===== src/rtl/endian_pkg.sv =====
package endian_pkg;
  typedef enum logic [1:0] {
    MODE_BE  = 2'd0,
    MODE_TLE = 2'd1,
    MODE_MLE = 2'd2
  } endian_mode_e;

  localparam logic [1:0] ORDER_MUNGE = 2'b01;
endpackage


===== src/rtl/endian_mode_ctl.sv =====
module endian_mode_ctl (
  input  logic       clk,
  input  logic       rst,
  input  logic       idle_i,
  input  logic       exc_i,
  input  logic       mode_we_i,
  input  logic [1:0] mode_i,
  input  logic       ie_we_i,
  input  logic       ie_i,
  output logic [1:0] mode_o,
  output logic       ie_o,
  output logic       err_o
);
  import endian_pkg::*;

  logic tle_q, mle_q, ie_q, err_q;

  always_ff @(posedge clk) begin
    if (rst) begin
      tle_q <= 1'b0;
      mle_q <= 1'b0;
      ie_q  <= 1'b0;
      err_q <= 1'b0;
    end else begin
      if ((mode_we_i || ie_we_i) && !idle_i)
        err_q <= 1'b1;
      if (exc_i) begin
        mle_q <= ie_q;
      end else if (mode_we_i && idle_i) begin
        case (mode_i)
          MODE_BE:  begin tle_q <= 1'b0; mle_q <= 1'b0; end
          MODE_TLE: begin tle_q <= 1'b1; mle_q <= 1'b0; end
          MODE_MLE: begin tle_q <= 1'b0; mle_q <= 1'b1; end
          default:  ;
        endcase
      end
      if (ie_we_i && idle_i)
        ie_q <= ie_i;
    end
  end

  always_comb begin
    if (mle_q)      mode_o = MODE_MLE;
    else if (tle_q) mode_o = MODE_TLE;
    else            mode_o = MODE_BE;
  end

  assign ie_o  = ie_q;
  assign err_o = err_q;
endmodule


===== src/rtl/endian_addr_map.sv =====
module endian_addr_map #(
  parameter int AW    = 32,
  parameter int OFF_W = 3
) (
  input  logic [AW-1:0] addr_i,
  input  logic [1:0]    size_i,
  input  logic          munge_i,
  output logic [AW-1:0] addr_o,
  output logic          aligned_o
);
  logic [OFF_W-1:0] ones, xmask, szmask;

  always_comb begin
    ones      = '1;
    xmask     = munge_i ? (ones << size_i) : '0;
    szmask    = ~(ones << size_i);
    aligned_o = (addr_i[OFF_W-1:0] & szmask) == '0;
    addr_o    = {addr_i[AW-1:OFF_W], addr_i[OFF_W-1:0] ^ xmask};
  end
endmodule


===== src/rtl/endian_rev.sv =====
module endian_rev #(
  parameter int N  = 8,
  parameter int EW = 8
) (
  input  logic [N*EW-1:0] d_i,
  input  logic            en_i,
  output logic [N*EW-1:0] d_o
);
  logic [N*EW-1:0] mirrored;

  for (genvar k = 0; k < N; k++) begin : g_el
    assign mirrored[k*EW +: EW] = d_i[(N-1-k)*EW +: EW];
  end

  assign d_o = en_i ? mirrored : d_i;
endmodule


===== src/rtl/endian_rsp_fifo.sv =====
module endian_rsp_fifo #(
  parameter int W     = 6,
  parameter int DEPTH = 4
) (
  input  logic         clk,
  input  logic         rst,
  input  logic         push_i,
  input  logic [W-1:0] din_i,
  input  logic         pop_i,
  output logic [W-1:0] dout_o,
  output logic         full_o,
  output logic         empty_o
);
  localparam int PW = (DEPTH > 1) ? $clog2(DEPTH) : 1;

  logic [W-1:0] mem [DEPTH];
  logic [PW-1:0] wp, rp;
  logic [PW:0]   cnt;

  always_ff @(posedge clk) begin
    if (push_i) mem[wp] <= din_i;
  end

  always_ff @(posedge clk) begin
    if (rst) begin
      wp  <= '0;
      rp  <= '0;
      cnt <= '0;
    end else begin
      if (push_i) wp <= (wp == PW'(DEPTH-1)) ? '0 : wp + 1'b1;
      if (pop_i)  rp <= (rp == PW'(DEPTH-1)) ? '0 : rp + 1'b1;
      case ({push_i, pop_i})
        2'b10:   cnt <= cnt + 1'b1;
        2'b01:   cnt <= cnt - 1'b1;
        default: ;
      endcase
    end
  end

  assign dout_o  = mem[rp];
  assign full_o  = cnt == (PW+1)'(DEPTH);
  assign empty_o = cnt == '0;
endmodule


===== src/rtl/endian_lane_unit.sv =====
module endian_lane_unit #(
  parameter int AW    = 32,
  parameter int DW    = 64,
  parameter int NCHAN = 4,
  parameter int DEPTH = 4,
  parameter int CHW   = (NCHAN > 1) ? $clog2(NCHAN) : 1
) (
  input  logic               clk,
  input  logic               rst,
  input  logic               idle_i,
  input  logic               exc_i,
  input  logic               cfg_mode_we_i,
  input  logic [1:0]         cfg_mode_i,
  input  logic               cfg_ie_we_i,
  input  logic               cfg_ie_i,
  input  logic [2*NCHAN-1:0] chan_order_i,
  output logic [1:0]         mode_o,
  output logic               ie_o,
  output logic               cfg_err_o,
  input  logic               req_valid_i,
  output logic               req_ready_o,
  input  logic [AW-1:0]      req_addr_i,
  input  logic [1:0]         req_size_i,
  input  logic               req_we_i,
  input  logic [DW-1:0]      req_wdata_i,
  input  logic               req_dma_i,
  input  logic [CHW-1:0]     req_chan_i,
  input  logic               req_io_i,
  output logic               m_valid_o,
  input  logic               m_ready_i,
  output logic [AW-1:0]      m_addr_o,
  output logic               m_we_o,
  output logic [DW/8-1:0]    m_be_o,
  output logic [DW-1:0]      m_wdata_o,
  output logic               align_err_o,
  input  logic               m_rvalid_i,
  input  logic [DW-1:0]      m_rdata_i,
  output logic               rsp_valid_o,
  output logic [DW-1:0]      rsp_rdata_o
);
  import endian_pkg::*;

  localparam int LANES = DW / 8;
  localparam int OFF_W = $clog2(LANES);
  localparam int TAG_W = OFF_W + 3;

  // configuration state
  endian_mode_ctl u_mode (
    .clk(clk), .rst(rst), .idle_i(idle_i), .exc_i(exc_i),
    .mode_we_i(cfg_mode_we_i), .mode_i(cfg_mode_i),
    .ie_we_i(cfg_ie_we_i), .ie_i(cfg_ie_i),
    .mode_o(mode_o), .ie_o(ie_o), .err_o(cfg_err_o)
  );

  // munge decision per request
  logic [1:0] ch_code;
  logic       munge, mirror;
  assign ch_code = chan_order_i[req_chan_i*2 +: 2];
  assign munge   = req_dma_i ? (ch_code == ORDER_MUNGE) : (mode_o == MODE_MLE);
  assign mirror  = munge && req_io_i;

  logic [AW-1:0] addr_mod;
  logic          aligned;
  endian_addr_map #(.AW(AW), .OFF_W(OFF_W)) u_addr (
    .addr_i(req_addr_i), .size_i(req_size_i), .munge_i(munge),
    .addr_o(addr_mod), .aligned_o(aligned)
  );

  // write lane placement
  logic [OFF_W:0]    w_n, w_sh;
  logic [DW-1:0]     w_dmask, w_data_sh, w_data;
  logic [LANES-1:0]  w_be_base, w_be_sh, w_be;

  always_comb begin
    w_n       = (OFF_W+1)'(1) << req_size_i;
    w_sh      = (OFF_W+1)'(LANES) - w_n - {1'b0, addr_mod[OFF_W-1:0]};
    w_dmask   = ~({DW{1'b1}} << {w_n, 3'b000});
    w_data_sh = (req_wdata_i & w_dmask) << {w_sh, 3'b000};
    w_be_base = ~({LANES{1'b1}} << w_n);
    w_be_sh   = w_be_base << w_sh;
  end

  endian_rev #(.N(LANES), .EW(8)) u_wrev (.d_i(w_data_sh), .en_i(mirror), .d_o(w_data));
  endian_rev #(.N(LANES), .EW(1)) u_brev (.d_i(w_be_sh),   .en_i(mirror), .d_o(w_be));

  // request register stage
  logic fifo_full, fifo_empty, accept, push, pop;
  logic [TAG_W-1:0] tag_in, tag_out;

  assign req_ready_o = (!m_valid_o || m_ready_i) && !fifo_full;
  assign accept      = req_valid_i && req_ready_o;
  assign push        = accept && aligned && !req_we_i;
  assign pop         = m_rvalid_i && !fifo_empty;
  assign tag_in      = {mirror, req_size_i, addr_mod[OFF_W-1:0]};

  always_ff @(posedge clk) begin
    if (rst) begin
      m_valid_o   <= 1'b0;
      align_err_o <= 1'b0;
    end else begin
      align_err_o <= accept && !aligned;
      if (accept && aligned)  m_valid_o <= 1'b1;
      else if (m_ready_i)     m_valid_o <= 1'b0;
    end
  end

  always_ff @(posedge clk) begin
    if (accept && aligned) begin
      m_addr_o  <= addr_mod;
      m_we_o    <= req_we_i;
      m_be_o    <= w_be;
      m_wdata_o <= req_we_i ? w_data : '0;
    end
  end

  // outstanding-read tags, issue order
  endian_rsp_fifo #(.W(TAG_W), .DEPTH(DEPTH)) u_tags (
    .clk(clk), .rst(rst), .push_i(push), .din_i(tag_in), .pop_i(pop),
    .dout_o(tag_out), .full_o(fifo_full), .empty_o(fifo_empty)
  );

  // read gather
  logic             r_mirror;
  logic [1:0]       r_size;
  logic [OFF_W-1:0] r_off;
  logic [OFF_W:0]   r_n, r_sh;
  logic [DW-1:0]    r_lanes, r_dmask, r_data;

  assign {r_mirror, r_size, r_off} = tag_out;

  endian_rev #(.N(LANES), .EW(8)) u_rrev (.d_i(m_rdata_i), .en_i(r_mirror), .d_o(r_lanes));

  always_comb begin
    r_n     = (OFF_W+1)'(1) << r_size;
    r_sh    = (OFF_W+1)'(LANES) - r_n - {1'b0, r_off};
    r_dmask = ~({DW{1'b1}} << {r_n, 3'b000});
    r_data  = (r_lanes >> {r_sh, 3'b000}) & r_dmask;
  end

  always_ff @(posedge clk) begin
    if (rst) rsp_valid_o <= 1'b0;
    else     rsp_valid_o <= pop;
  end

  always_ff @(posedge clk) begin
    if (pop) rsp_rdata_o <= r_data;
  end
endmodule


===== config.mk =====
export PLATFORM = sky130hd
export DESIGN_NAME = endian_lane_unit
export DESIGN_NICKNAME = d
export VERILOG_FILES = /design/src/rtl/endian_pkg.sv /design/src/rtl/endian_mode_ctl.sv /design/src/rtl/endian_addr_map.sv /design/src/rtl/endian_rev.sv /design/src/rtl/endian_rsp_fifo.sv /design/src/rtl/endian_lane_unit.sv
export SDC_FILE = /design/constraint.sdc
export NUM_CORES = 1
export LEC_CHECK = 0
export BUFFER_PORTS_ARGS = -buffer_cell sky130_fd_sc_hd__buf_2
export CAP_MARGIN = 40
export CORE_MARGIN = 2
export CORE_UTILIZATION = 54
export DETAILED_ROUTE_END_ITERATION = 10
export PLACE_DENSITY = 0.84
export SLEW_MARGIN = 20
export SYNTH_ARGS = -nofsm -noshare
export SYNTH_HDL_FRONTEND = slang
export SYNTH_HIERARCHICAL = 1
export SYNTH_SLANG_ARGS = --single-unit

===== constraint.sdc =====
create_clock -name clk -period 8.3 [get_ports clk]
set_clock_uncertainty 0.1 [all_clocks]
set_input_delay 1.66 -clock clk [delete_from_list [all_inputs] [get_ports clk]]
set_output_delay 1.66 -clock clk [all_outputs]
set_load 0.05 [all_outputs]

==> out/metrics.cfg <==
[status]
status = finished clean

[min_path]
hp-class = reg2reg

[floorplan]
initial_core_util_pct = 54.5
ios = 364
rows = 59
dieArea_mm2 = 0.0274
die_y_um = 165
dieWidth_um = 165
core_mm2 = 0.0258

[detailed_routing]
ant_nets = 0
routed_wl_mm = 38.7
wl_per_cell_um = 20.8
vias = 10940
drtIter0Drc = 1108
drt_pre_antenna_iters = 6
drc_errors = 0
viasPerCell = 5.89

[synth]
synthMuxAreaShare_pct = 24.6
synth_seq_cells = 209
synth_top_cell_by_area = edfxtp_1
syn_nets = 1407
synth_top_family_by_area = multiplexers
yosys-top-cells-area = edfxtp_1, mux2_4, mux2i_1
synth_edf_count = 193
synth_top_area_share_pct = 41.2
syn_inst = 1203
ys_warn_count = 6
yosys.area_share.simple_pct = 12.8
yosysUniqueCellTypes = 64
synth-xor-area-share_pct = 0.862
synth_compound_area_share_pct = 9.79
async_flop_share_pct = 0
synth.most_common_cell = edfxtp_1
avgSynthCellArea_um2 = 11.7
synth_adder_area_share_pct = 1.67
synth_seq_area_share_pct = 43.4
synth_flop_cell = edfxtp_1
synth_area_mm2 = 0.0141
yosys-top-cells-count = edfxtp_1, mux2_4, and2_1

[worst_setup_path]
endpoint_kind = register
critPathCapture = m_wdata_o[31]$_SDFFCE_PN0P_
reg2reg_from = u_mode/mle_q$_SDFFE_PP0P_
worstPathArrival_ps = 6180
reg2reg_slack_ps = 3480
start_kind = input pin
r2r_end = m_wdata_o[31]$_SDFFCE_PN0P_
cp.required_ps = 8590
crit_type = in2reg
cp_max_fo = 33
critPathLaunch = chan_order_i[0]
rr_worst_depth = 17

[timing]
finalMaxSlewViolations = 0
min_period_ps = 5890
rsz0062_at_grt = no
timing.fmax_ghz = 0.170
setup_ws_ps = 2410
hold_viol_final = 0
worst_slew_pin_slew_ps = 851
holdWs_ps = 344
setup_violations = 0
max_slew_margin_pct = 42.9
finalCritPeriodShare_pct = 70.9
fin_setup_tns_ps = 0

[pwr]
p_per_area_mw_per_mm2 = 278
power.leakage_nw = 6.92
power_w = 0.00460
p_int_w = 0.00273
clockPowerShare_pct = 21.7
power.net_switching_w = 0.00187
swShare_pct = 40.7
seq_power_share_pct = 29.9
p_comb_share_pct = 48.4
ir_drop_v = 0.000182

[place]
dp_hpwl_mm = 28.1
dpl-instance-area_mm2 = 0.0157
place_ws_ps = 1980
numPortBuffers = 363
gp_congestion = 0.978

[global_routing]
grt.overflow.total = 0
track_usage_pct = 26.8
antenna_found_initial = 7
grt_pass1_wl_mm = 56.6
first_global_vias = 10451
grt_max_degree = 68

[clocking]
h-tree-depth = 1
cts.root.buffer_cell = clkbuf_16
clock_latency_ps = 520
path_clk_slew_ps = 60
cts_tree = built
numClockSinks = 209
clockBufferDepth = 3
hold_buffers = 0
postCtsSetupBuffers = 0
numCtsBuffers = 24
cts.repair.resized = 0

[cells_and_area]
nets = 1700
area_growth_pct = 17.6
drive_gt1_share_pct = 39.4
stdcell_area_mm2 = 0.0165

[job]
max_cap_violations = 0

## layout make-up
cell class | instances | area, µm²
tap | 335 | 419
antenna | 7 | 17.5
clock buffer | 34 | 699
inverter | 24 | 92.6
multi-input combinational | 851 | 7050
timing repair buffer | 386 | 2110
sequential | 209 | 6120
clock inverter | 10 | 47.5
fill | 1998 | 9290
## sequential cells by signal (all words and copies together) (netlist names), named ones only
signal and count:
align_err_o 1, m_addr_o 32, m_be_o 8, m_valid_o 1, m_wdata_o 64, m_we_o 1, rsp_rdata_o 64, rsp_valid_o 1
u_mode/err_o 1, u_mode/ie_o 1, u_mode/mle_q 1, u_mode/tle_q 1, u_tags/cnt 3, u_tags/mem 24, u_tags/rp 2, u_tags/wp 2
## worst max-delay path: stages
cell      delay (ps)
buf_2            100
nor3b_1          130
a311o_1          310
a31o_2           270
nor3b_2          160
xor2_1           390
inv_1            120
ha_2             210
ha_1             210
fa_1             540
buf_4            330
clkinv_1         110
buf_4            230
nor3_2           540
a22oi_1          200
a21oi_1          350
mux2_4           220
and2_1           120
## cell usage in the layout, fill, tap and decap left out, types with 9 or more instances in the layout
cell	netlist	layout
a22oi_1	11	11
and2_1	93	92
clkbuf_16	0	25
a211o_1	9	9
edfxtp_1	193	193
nor2b_1	16	15
ha_1	14	12
mux2_4	128	128
inv_1	21	20
nand2_1	66	66
dfxtp_1	16	16
mux4_2	17	16
nor3_1	31	31
nor2_1	89	89
and3_1	9	9
a211oi_1	26	26
a21oi_1	78	78
o21ai_0	50	50
mux2i_1	90	90
mux2_2	9	9
buf_4	36	14
buf_2	23	364
nand3_1	17	17
## how the worst min path moves through the flow
| stage | from | to | slack [ps] | depth (start not counted) |
|---|---|---|---|---|
| 2_1_floorplan | u_tags/cnt[2]$_SDFFE_PP0P_ | u_tags/cnt[2]$_SDFFE_PP0P_ | 360 | 2 |
| 6_report | u_mode/err_o$_SDFFE_PP0P_ | u_mode/err_o$_SDFFE_PP0P_ | 340 | 2 |
| 3_3_place_gp | u_mode/err_o$_SDFFE_PP0P_ | u_mode/err_o$_SDFFE_PP0P_ | 340 | 2 |
| 4_1_cts | u_mode/err_o$_SDFFE_PP0P_ | u_mode/err_o$_SDFFE_PP0P_ | 350 | 2 |
| 3_5_place_dp | u_mode/err_o$_SDFFE_PP0P_ | u_mode/err_o$_SDFFE_PP0P_ | 340 | 2 |
| 5_1_grt | u_mode/err_o$_SDFFE_PP0P_ | u_mode/err_o$_SDFFE_PP0P_ | 380 | 2 |
## cell families (layout without fill, tap and decap cells)
kind of cell | count (synthesis) | in the layout
fa+ha+maj | 17 | 17
compound gates | 219 | 219
flops | 209 | 209
buf+inv | 143 | 454
mux | 250 | 250
xor+xnor | 13 | 13
simple gates | 352 | 352
other cells | 0 | 7
## stage by stage
| step | utilization [%] | cells |
|---|---|---|
| floorplan | - | 1203 |
| global placement | 60.3 | 1795 |
| detailed placement | 60.9 | 1803 |
| CTS | 63.8 | 1847 |
| global route | 64.0 | 1856 |
| finish | 64.0 | 1856 |
## power groups by stage
stage	Sequential, W	Clock (W)	Combinational [W]
final	0.00137	0.00100	0.00223
after global routing	0.00138	0.00106	0.00237
after CTS	0.00138	0.00102	0.00217
after detailed placement	0.00140	0	0.00216
after global placement	0.00140	0	0.00207
after floorplan	0.00173	0	0.00137
## per-layer routing
layer | track usage (%) | wire [µm] | up-vias
met4 | 11.0 | 1490 | 0
li1 | - | - | 5024
met2 | 43.6 | 18400 | 614
met1 | 35.8 | 15500 | 5203
met3 | 4.30 | 3330 | 99
met5 | 0 | 0 | -
(Power assumes the default switching activity.)
